[src/rtl/ps_ready_gen.sv]
module ps_ready_gen (
  input  logic clk,
  input  logic rst_n,
  output logic ready
);
  logic ready_q;
  always_ff @(posedge clk) begin
    if (!rst_n) ready_q <= 1'b0;
    else        ready_q <= 1'b1;
  end
  assign ready = ready_q;
endmodule

[src/rtl/ps_out_stage.sv]
module ps_out_stage #(
  parameter int unsigned PINS = 4
) (
  input  logic            clk,
  input  logic            rst_n,
  input  logic            load,
  input  logic [PINS-1:0] drv_d,
  input  logic [PINS-1:0] en_d,
  output logic [PINS-1:0] drv_q,
  output logic [PINS-1:0] en_q
);
  logic [PINS-1:0] drv_r;
  logic [PINS-1:0] en_r;

  // One output flop pair per pin, each placed next to its pad.
  for (genvar p = 0; p < PINS; p++) begin : g_pin
    always_ff @(posedge clk) begin
      if (!rst_n) begin
        drv_r[p] <= 1'b0;
        en_r[p]  <= 1'b0;
      end else if (load) begin
        drv_r[p] <= drv_d[p];
        en_r[p]  <= en_d[p];
      end
    end
  end

  assign drv_q = drv_r;
  assign en_q  = en_r;
endmodule

[src/rtl/ps_in_stage.sv]
module ps_in_stage #(
  parameter int unsigned PINS = 4
) (
  input  logic            clk,
  input  logic            rst_n,
  input  logic            take,
  input  logic [PINS-1:0] pins,
  output logic [PINS-1:0] cap
);
  logic [PINS-1:0] cap_r;

  // The capture flop fires on the same edge that loads the drive flops,
  // so it holds the pin levels from before the new drive.
  always_ff @(posedge clk) begin
    if (!rst_n)    cap_r <= '0;
    else if (take) cap_r <= pins;
  end

  assign cap = cap_r;
endmodule

[src/rtl/ps_tag_pipe.sv]
module ps_tag_pipe #(
  parameter int unsigned META_W = 8
) (
  input  logic              clk,
  input  logic              rst_n,
  input  logic              fire,
  input  logic [META_W-1:0] tag_d,
  output logic              vld_q,
  output logic [META_W-1:0] tag_q
);
  logic              vld_r;
  logic [META_W-1:0] tag_r;

  always_ff @(posedge clk) begin
    if (!rst_n) begin
      vld_r <= 1'b0;
      tag_r <= '0;
    end else begin
      vld_r <= fire;
      if (fire) tag_r <= tag_d;
    end
  end

  assign vld_q = vld_r;
  assign tag_q = tag_r;
endmodule

[src/rtl/pin_streamer.sv]
module pin_streamer #(
  parameter int unsigned PINS   = 4,
  parameter int unsigned META_W = 8
) (
  input  logic              clk,
  input  logic              rst_n,
  input  logic              tx_valid,
  output logic              tx_ready,
  input  logic [PINS-1:0]   tx_out,
  input  logic [PINS-1:0]   tx_oe,
  input  logic              tx_sample,
  input  logic [META_W-1:0] tx_meta,
  output logic [PINS-1:0]   pad_out,
  output logic [PINS-1:0]   pad_oe,
  input  logic [PINS-1:0]   pad_in,
  output logic              rx_valid,
  output logic [PINS-1:0]   rx_data,
  output logic [META_W-1:0] rx_meta
);
  logic accept;
  logic want_cap;

  assign accept   = tx_valid & tx_ready;
  assign want_cap = accept & tx_sample;

  ps_ready_gen u_ready (
    .clk   (clk),
    .rst_n (rst_n),
    .ready (tx_ready)
  );

  ps_out_stage #(.PINS(PINS)) u_out (
    .clk   (clk),
    .rst_n (rst_n),
    .load  (accept),
    .drv_d (tx_out),
    .en_d  (tx_oe),
    .drv_q (pad_out),
    .en_q  (pad_oe)
  );

  ps_in_stage #(.PINS(PINS)) u_in (
    .clk   (clk),
    .rst_n (rst_n),
    .take  (want_cap),
    .pins  (pad_in),
    .cap   (rx_data)
  );

  ps_tag_pipe #(.META_W(META_W)) u_tag (
    .clk   (clk),
    .rst_n (rst_n),
    .fire  (want_cap),
    .tag_d (tx_meta),
    .vld_q (rx_valid),
    .tag_q (rx_meta)
  );
endmodule

[config.mk]
export PLATFORM = sky130hd
export DESIGN_NAME = pin_streamer
export DESIGN_NICKNAME = d
export VERILOG_FILES = /design/src/rtl/ps_ready_gen.sv /design/src/rtl/ps_out_stage.sv /design/src/rtl/ps_in_stage.sv /design/src/rtl/ps_tag_pipe.sv /design/src/rtl/pin_streamer.sv
export SDC_FILE = /design/constraint.sdc
export NUM_CORES = 1
export LEC_CHECK = 0
export ABC_AREA = 1
export BUFFER_PORTS_ARGS = -buffer_cell sky130_fd_sc_hd__buf_2
export CAP_MARGIN = 30
export CORE_MARGIN = 10
export CORE_UTILIZATION = 44
export DETAILED_ROUTE_END_ITERATION = 10
export HOLD_SLACK_MARGIN = 0.06
export PLACE_DENSITY = 0.77
export SETUP_SLACK_MARGIN = 0.15
export SLEW_MARGIN = 5
export SYNTH_ARGS = -nofsm -noshare
export SYNTH_HDL_FRONTEND = slang
export SYNTH_HIERARCHICAL = 1
export SYNTH_SLANG_ARGS = --single-unit
[constraint.sdc]
create_clock -name clk -period 1.3 [get_ports clk]
set_input_delay 0.065 -clock clk [delete_from_list [all_inputs] [get_ports clk]]
set_output_delay 0.065 -clock clk [all_outputs]
set_load 0.01 [all_outputs]
==> impl_metrics.ini, run 1 <==
[setup_path]
r2r_cells = 6
crit_fanout = 23
crit_end = u_tag/tag_q[5]$_SDFFE_PN0P_
crit_start = u_ready/ready$_DFF_P_
r2r_setup_slack_ns = 0.21
end_kind = flop
crit_path_start_kind = flop
r2r-end = u_tag/tag_q[5]$_SDFFE_PN0P_
rr_startpoint = u_ready/ready$_DFF_P_
path_class = flop to flop
required_ns = 1.52
cp.arrival_ns = 1.31

[floorplanning]
start_util_pct = 46.8
core_area_mm2 = 0.00200
dieArea_mm2 = 0.00437
rows = 16
die_w_um = 66.1
die_y_um = 66.1
ios = 46

[logic_synthesis]
syn_inst = 135
ys_ff_latch = 22
syn_avg_cell_area_um2 = 6.93
synth_nets = 159
ys_seq_area_share_pct = 47.1
netlist_area_um2 = 936
synth_cell_types = 9
yosysWarnings = 6

[worst_hold_path]
holdCritPathClass = input port to flop
hp-start = rst_n

[cells_and_area]
final_common_cell = buf_2
final.fill_count = 165
areaGrowthSynthToFinish_pct = 48.3
nets = 222
design_area_mm2 = 0.00139
num_antenna_cells = 0
multiInputGateArea_um2 = 337
register_area_um2 = 442
drive_gt1_share_pct = 31.0
final_cell_mix = buf_2, nor2_1, nand2_1

[power]
ir_worst_vdd_mv = 0.812
p_leak_uw = 0.000777
p_per_area_mw_per_mm2 = 1090

[routing]
ant_nets = 0
wl_per_cell_um = 11.5
vias_per_cell = 4.25
via_count = 952
wirelength_um = 2590
drt-initial-drc-count = 31
drc = 0
firstDrtPassIters = 4

[clocking]
cts_tree = yes
clk_pin_slew_ns = 0.12
cts_made_buffers = 3
cts_root_buffer = clkbuf_4
clock-sinks = 22
clockBufferDepth = 2
h-tree-depth = 1
cts_setup_buffers = 0
clkLatencyLatePin_ns = 0.31

[sta]
fin_ws_ns = 0.211
finalCritPeriodShare_pct = 83.8
final.setup_skew_ns = 0.00488
tns_ns = 0
setup-violations-final = 0
hold_viol_final = 0
slew_headroom_pct = 73.7
maxSlewViolCount = 0
hold_ws_ns = 0.0726
grt_setup_unrepaired = true
min_period_ns = 1.09
tightest_slew_ns = 0.395
fmax_mhz = 918

[status]
status = complete, no violations

[global_route]
grt_pass1_vias = 940
grt_antenna_before_repair = 0
grt_max_degree = 24
grt_usage_pct = 11.7
grt_overflow = 0
grt_pass1_wl_um = 4110

[place]
portBuffers = 45
post-dp-hpwl_um = 1770
place_congestion = 0.697
placed_area_mm2 = 0.00113
preCtsSetupSlack_ns = 0.194

[flow_run]
max-cap-violations = 0
-- state kept, by name, summed over array words and instances (netlist names) --
register       count
u_in/cap           4
u_out/en_q         4
u_out/drv_q        4
u_tag/vld_q        1
u_ready/ready      1
u_tag/tag_q        8
-- critical path, cell delays in order, from the launching register on --
cell and delay (ns):
dfxtp_2 0.36, nand2_2 0.12, nor2_4 0.17, buf_12 0.17, nand2_1 0.07, nand2_1 0.07, nor2_1 0.05
-- worst min-delay path by stage --
stage                                              to  cells after the start
after floorplan                 u_ready/ready$_DFF_P_                      0
after global placement     u_out/en_q[3]$_SDFFE_PN0P_                      5
after detailed placement  u_out/drv_q[1]$_SDFFE_PN0P_                      5
after CTS                  u_out/en_q[1]$_SDFFE_PN0P_                      5
after global routing            u_ready/ready$_DFF_P_                      1
final                           u_ready/ready$_DFF_P_                      1
-- final cells by class --
| type | count | area share, % |
|---|---|---|
| clock buffers | 3 | 1.62 |
| well taps | 27 | 2.43 |
| repair inverters | 1 | 0.541 |
| inverters | 23 | 6.49 |
| clock inverters | 1 | 2.16 |
| flip-flops and latches | 22 | 31.8 |
| repair buffers | 64 | 30.7 |
| multi-input cells | 83 | 24.3 |
-- metrics by stage --
stage	power [uW]	utilization, %	instances
after floorplan	877	-	135
after global placement	943	56.7	201
after detailed placement	954	56.7	201
after CTS	1510	68.3	223
after global routing	1580	69.3	224
final	1510	69.3	224
-- logic make-up after synthesis --
| logic type | after synthesis | share of synthesized area [%] |
|---|---|---|
| flip-flops | 22 | 47.1 |
| AND/OR/NAND/NOR | 83 | 35.2 |
| buffers and inverters | 30 | 17.8 |
-- synth_stat cells --
cell type  number  area share (%)
buf_8           2             3.2
inv_1          23             9.2
nand2_2         4             2.7
dfxtp_1        22              47
buf_2           1            0.53
nand2_1        38              15
nor2_1         38              15
buf_6           4             4.8
nor2_2          3             2.0
-- what timing repair did --
action	4_1_cts	5_1_grt
hold buffers	18	0
gates resized for setup	0	5
endpoints found under the hold margin	18	0
setup endpoints to repair	0	11
-- routing by layer --
metal  global-route usage [%]  vias to the layer above  share of wire, %
met5                        0                        -                 0
met4                     3.93                        0              0.97
met3                     3.73                        2               7.5
met2                     21.9                       32                53
met1                     11.7                      416                38
li1                         -                      502                 -
-- report_power, final --
part	switching, uW	internal [uW]	total, uW
clock	209	312	521
sequential	18.9	712	731
combinational	129	128	257
total	357	1150	1510
No activity file was read; power rests on OpenSTA's default activity.
==> run 2: changes to the inputs <==
--- a/config.mk
+++ b/config.mk
@@ -5,14 +5,14 @@
 export SDC_FILE = /design/constraint.sdc
 export NUM_CORES = 1
 export LEC_CHECK = 0
-export ABC_AREA = 1
+export ABC_AREA = 0
 export BUFFER_PORTS_ARGS = -buffer_cell sky130_fd_sc_hd__buf_2
 export CAP_MARGIN = 30
 export CORE_MARGIN = 10
-export CORE_UTILIZATION = 44
+export CORE_UTILIZATION = 38
 export DETAILED_ROUTE_END_ITERATION = 10
 export HOLD_SLACK_MARGIN = 0.06
-export PLACE_DENSITY = 0.77
+export PLACE_DENSITY = 0.73
 export SETUP_SLACK_MARGIN = 0.15
 export SLEW_MARGIN = 5
 export SYNTH_ARGS = -nofsm -noshare
==> constraint.sdc (replaced) <==
create_clock -name clk -period 0.95 [get_ports clk]
set_input_delay 0.0475 -clock clk [delete_from_list [all_inputs] [get_ports clk]]
set_output_delay 0.0475 -clock clk [all_outputs]
set_load 0.01 [all_outputs]
==> run 2 against run 1 <==
Compared with the run above:
- the run now ends with negative setup slack left
- core utilization rose by 5.9 points
- critical path depth fell by 2
- power rose by 15%
- clock-buffer cell count did not move
- hold slack improved by 0.075 ns
- die area rose by 0.97%
- synthesized area fell by 12%
- clock skew fell by 0.0017 ns
- non-clock buffer count rose by 7
- register-to-register slack got worse by 0.31 ns
- critical path type unchanged
- largest cell class is now buffers
==> impl_metrics.ini, run 2 <==
[logic_synthesis]
synth.most_common_cell = dfxtp_1
synth-edff-count = 0
yosys-top-cells-area = dfxtp_1, mux2i_1, nor2b_1
synth_top_family_by_area = multiplexers
ys.flop_type = dfxtp_1
synthXorXnorAreaFrac_pct = 0
netlist_area_um2 = 820
async_flop_share_pct = 0
synth_commonest_cells = dfxtp_1, mux2i_1, nor2b_1, buf_6
synth-compound-area-share_pct = 0
synth-simple-area-share_pct = 17.7
syn_inst = 68
synth_mux_area_share_pct = 24.4
ys_seq_area_share_pct = 53.7
yosys.area.top_type_share_pct = 53.7
synth_top_area_cell = dfxtp_1
yosysWarnings = 6
synth_nets = 92
syn_avg_cell_area_um2 = 12.1
synth_cell_types = 7
ys_ff_latch = 22
synthAdderAreaFrac_pct = 0

[floorplanning]
die_w_um = 66.4
core_area_mm2 = 0.00200
die_y_um = 66.4
start_util_pct = 40.9
ios = 46
rows = 16
dieArea_mm2 = 0.00441

[clocking]
clkLatencyLatePin_ns = 0.29
h-tree-depth = 1
clockBufferDepth = 2
cts_tree = yes
clk_pin_slew_ns = 0.11
cts_root_buffer = clkbuf_4
cts_made_buffers = 3
clock-sinks = 22

[power]
ir_worst_vdd_mv = 0.662
swShare_pct = 22.6
p_seq_share_pct = 57.2
p_leak_uw = 0.000646
p_per_area_mw_per_mm2 = 1150
total_power_uw = 1730
clkPwrFrac_pct = 22.8
internal_power_uw = 1340
comb_power_share_pct = 20.0
p_switching_uw = 392

[setup_path]
required_ns = 1.14
path_cells = and2_4 > buf_12 > mux2i_2 > nor2b_1
crit_fanout = 8
end_kind = flop
slowest_delay_ns = 0.38
r2r_setup_slack_ns = -0.1
cp.arrival_ns = 1.23
path_class = flop to flop
rr_startpoint = u_ready/ready$_DFF_P_
crit_path_start_kind = flop
crit_path_top_delay_cell = dfxtp_4
r2r-end = u_out/drv_q[1]$_SDFFE_PN0P_
r2r_cells = 4

[cells_and_area]
final_cell_mix = buf_2, dlygate4sd3_1, buf_6
areaGrowthSynthToFinish_pct = 83.8
multiInputGateArea_um2 = 364
num_antenna_cells = 0
final_common_cell = buf_2
final.fill_count = 149
drive_gt1_share_pct = 56.4
design_area_mm2 = 0.00151
nets = 166
register_area_um2 = 469
largest_reg_flops = 8

[flow_run]
max-cap-violations = 0

[place]
placed_area_mm2 = 0.00107
post-dp-hpwl_um = 1500
place_congestion = 0.706
portBuffers = 45

[sta]
grt_setup_unrepaired = true
tightest_slew_ns = 0.289
final.setup_skew_ns = 0.00321
fin_ws_ns = -0.0967
hold_viol_final = 0
slew_headroom_pct = 80.7
setup-violations-final = 21
fmax_mhz = 955
tns_ns = -1.11
min_period_ns = 1.05
finalCritPeriodShare_pct = 110
maxSlewViolCount = 0

[routing]
firstDrtPassIters = 4
drc = 0
vias_per_cell = 4.53
ant_nets = 0
via_count = 756
wl_per_cell_um = 15.4
wirelength_um = 2570
drt-initial-drc-count = 13

[global_route]
grt_overflow = 0
grt_usage_pct = 11.7
grt_max_degree = 23
grt_antenna_before_repair = 0
grt_pass1_wl_um = 4000
grt_pass1_vias = 819

[status]
failed_checks = negative setup slack
status = complete, but fails checks

[worst_hold_path]
hp-start = rst_n
holdCritPathClass = input port to flop
min_to = u_tag/tag_q[0]$_SDFFE_PN0P_
whs_path_depth = 2
-- run 2: how the worst max path moves through the flow --
stage,startpoint,end,slack (ns),depth (start not counted)
2_1_floorplan,u_ready/ready$_DFF_P_,u_tag/tag_q[0]$_SDFFE_PN0P_,-0.05,4
3_3_place_gp,u_ready/ready$_DFF_P_,u_tag/tag_q[6]$_SDFFE_PN0P_,-0.05,3
3_5_place_dp,u_ready/ready$_DFF_P_,u_in/cap[2]$_SDFFE_PN0P_,-0.10,3
4_1_cts,u_ready/ready$_DFF_P_,u_in/cap[2]$_SDFFE_PN0P_,-0.07,3
5_1_grt,u_ready/ready$_DFF_P_,u_out/drv_q[1]$_SDFFE_PN0P_,-0.13,4
6_report,u_ready/ready$_DFF_P_,u_out/drv_q[1]$_SDFFE_PN0P_,-0.1,4
-- run 2: cell families after synthesis --
family / Yosys count
flip-flops: 22
buffers and inverters: 3
multiplexers: 20
AND/OR/NAND/NOR: 23
-- run 2: metal layers --
metal	up-vias	GRT usage (%)	wire (um)
met4	0	4.71	46
li1	371	-	-
met1	344	12.6	980
met2	37	20.2	1330
met5	-	0	0
met3	4	3.90	216
-- run 2: power by group through the flow --
stage          clock network (uW)  registers [uW]  logic [uW]
6_report                      395             991         347
5_1_grt                       463             997         374
2_1_floorplan                   0            1020        96.3
4_1_cts                       425             991         331
3_5_place_dp                    0             997         219
3_3_place_gp                    0             996         215
-- run 2: area by class of cell --
| class | instances | area share [%] |
|---|---|---|
| Sequential cell | 22 | 31.1 |
| Tap cell | 27 | 2.24 |
| Clock buffer | 3 | 1.50 |
| Timing Repair Buffer | 71 | 40.9 |
| Multi-Input combinational cell | 44 | 24.2 |
-- run 2: what timing repair did --
item,in CTS,in global routing
hold buffers,21,0
endpoints found under the setup margin,43,43
gates cloned,1,0
buffers inserted,2,2
gates resized for setup,39,5
hold endpoints to repair,21,0
-- run 2: critical path: cells and delay by family (launching register included) --
family                 cells  cell delay (ns)
flip-flops                 1             0.38
AND/OR/NAND/NOR            2             0.22
multiplexers               1             0.21
buffers and inverters      1             0.13
-- run 2: metrics by stage --
stage               cells  hold WS, ns  setup WS [ns]  utilization [%]
CTS                   165        0.126        -0.0651             73.5
finish                167        0.147        -0.0967             75.3
global placement      138        0.305        -0.0535             53.5
floorplan              68       0.0752        -0.0502                -
global route          167        0.141         -0.131             75.3
detailed placement    138        0.317         -0.103             53.5
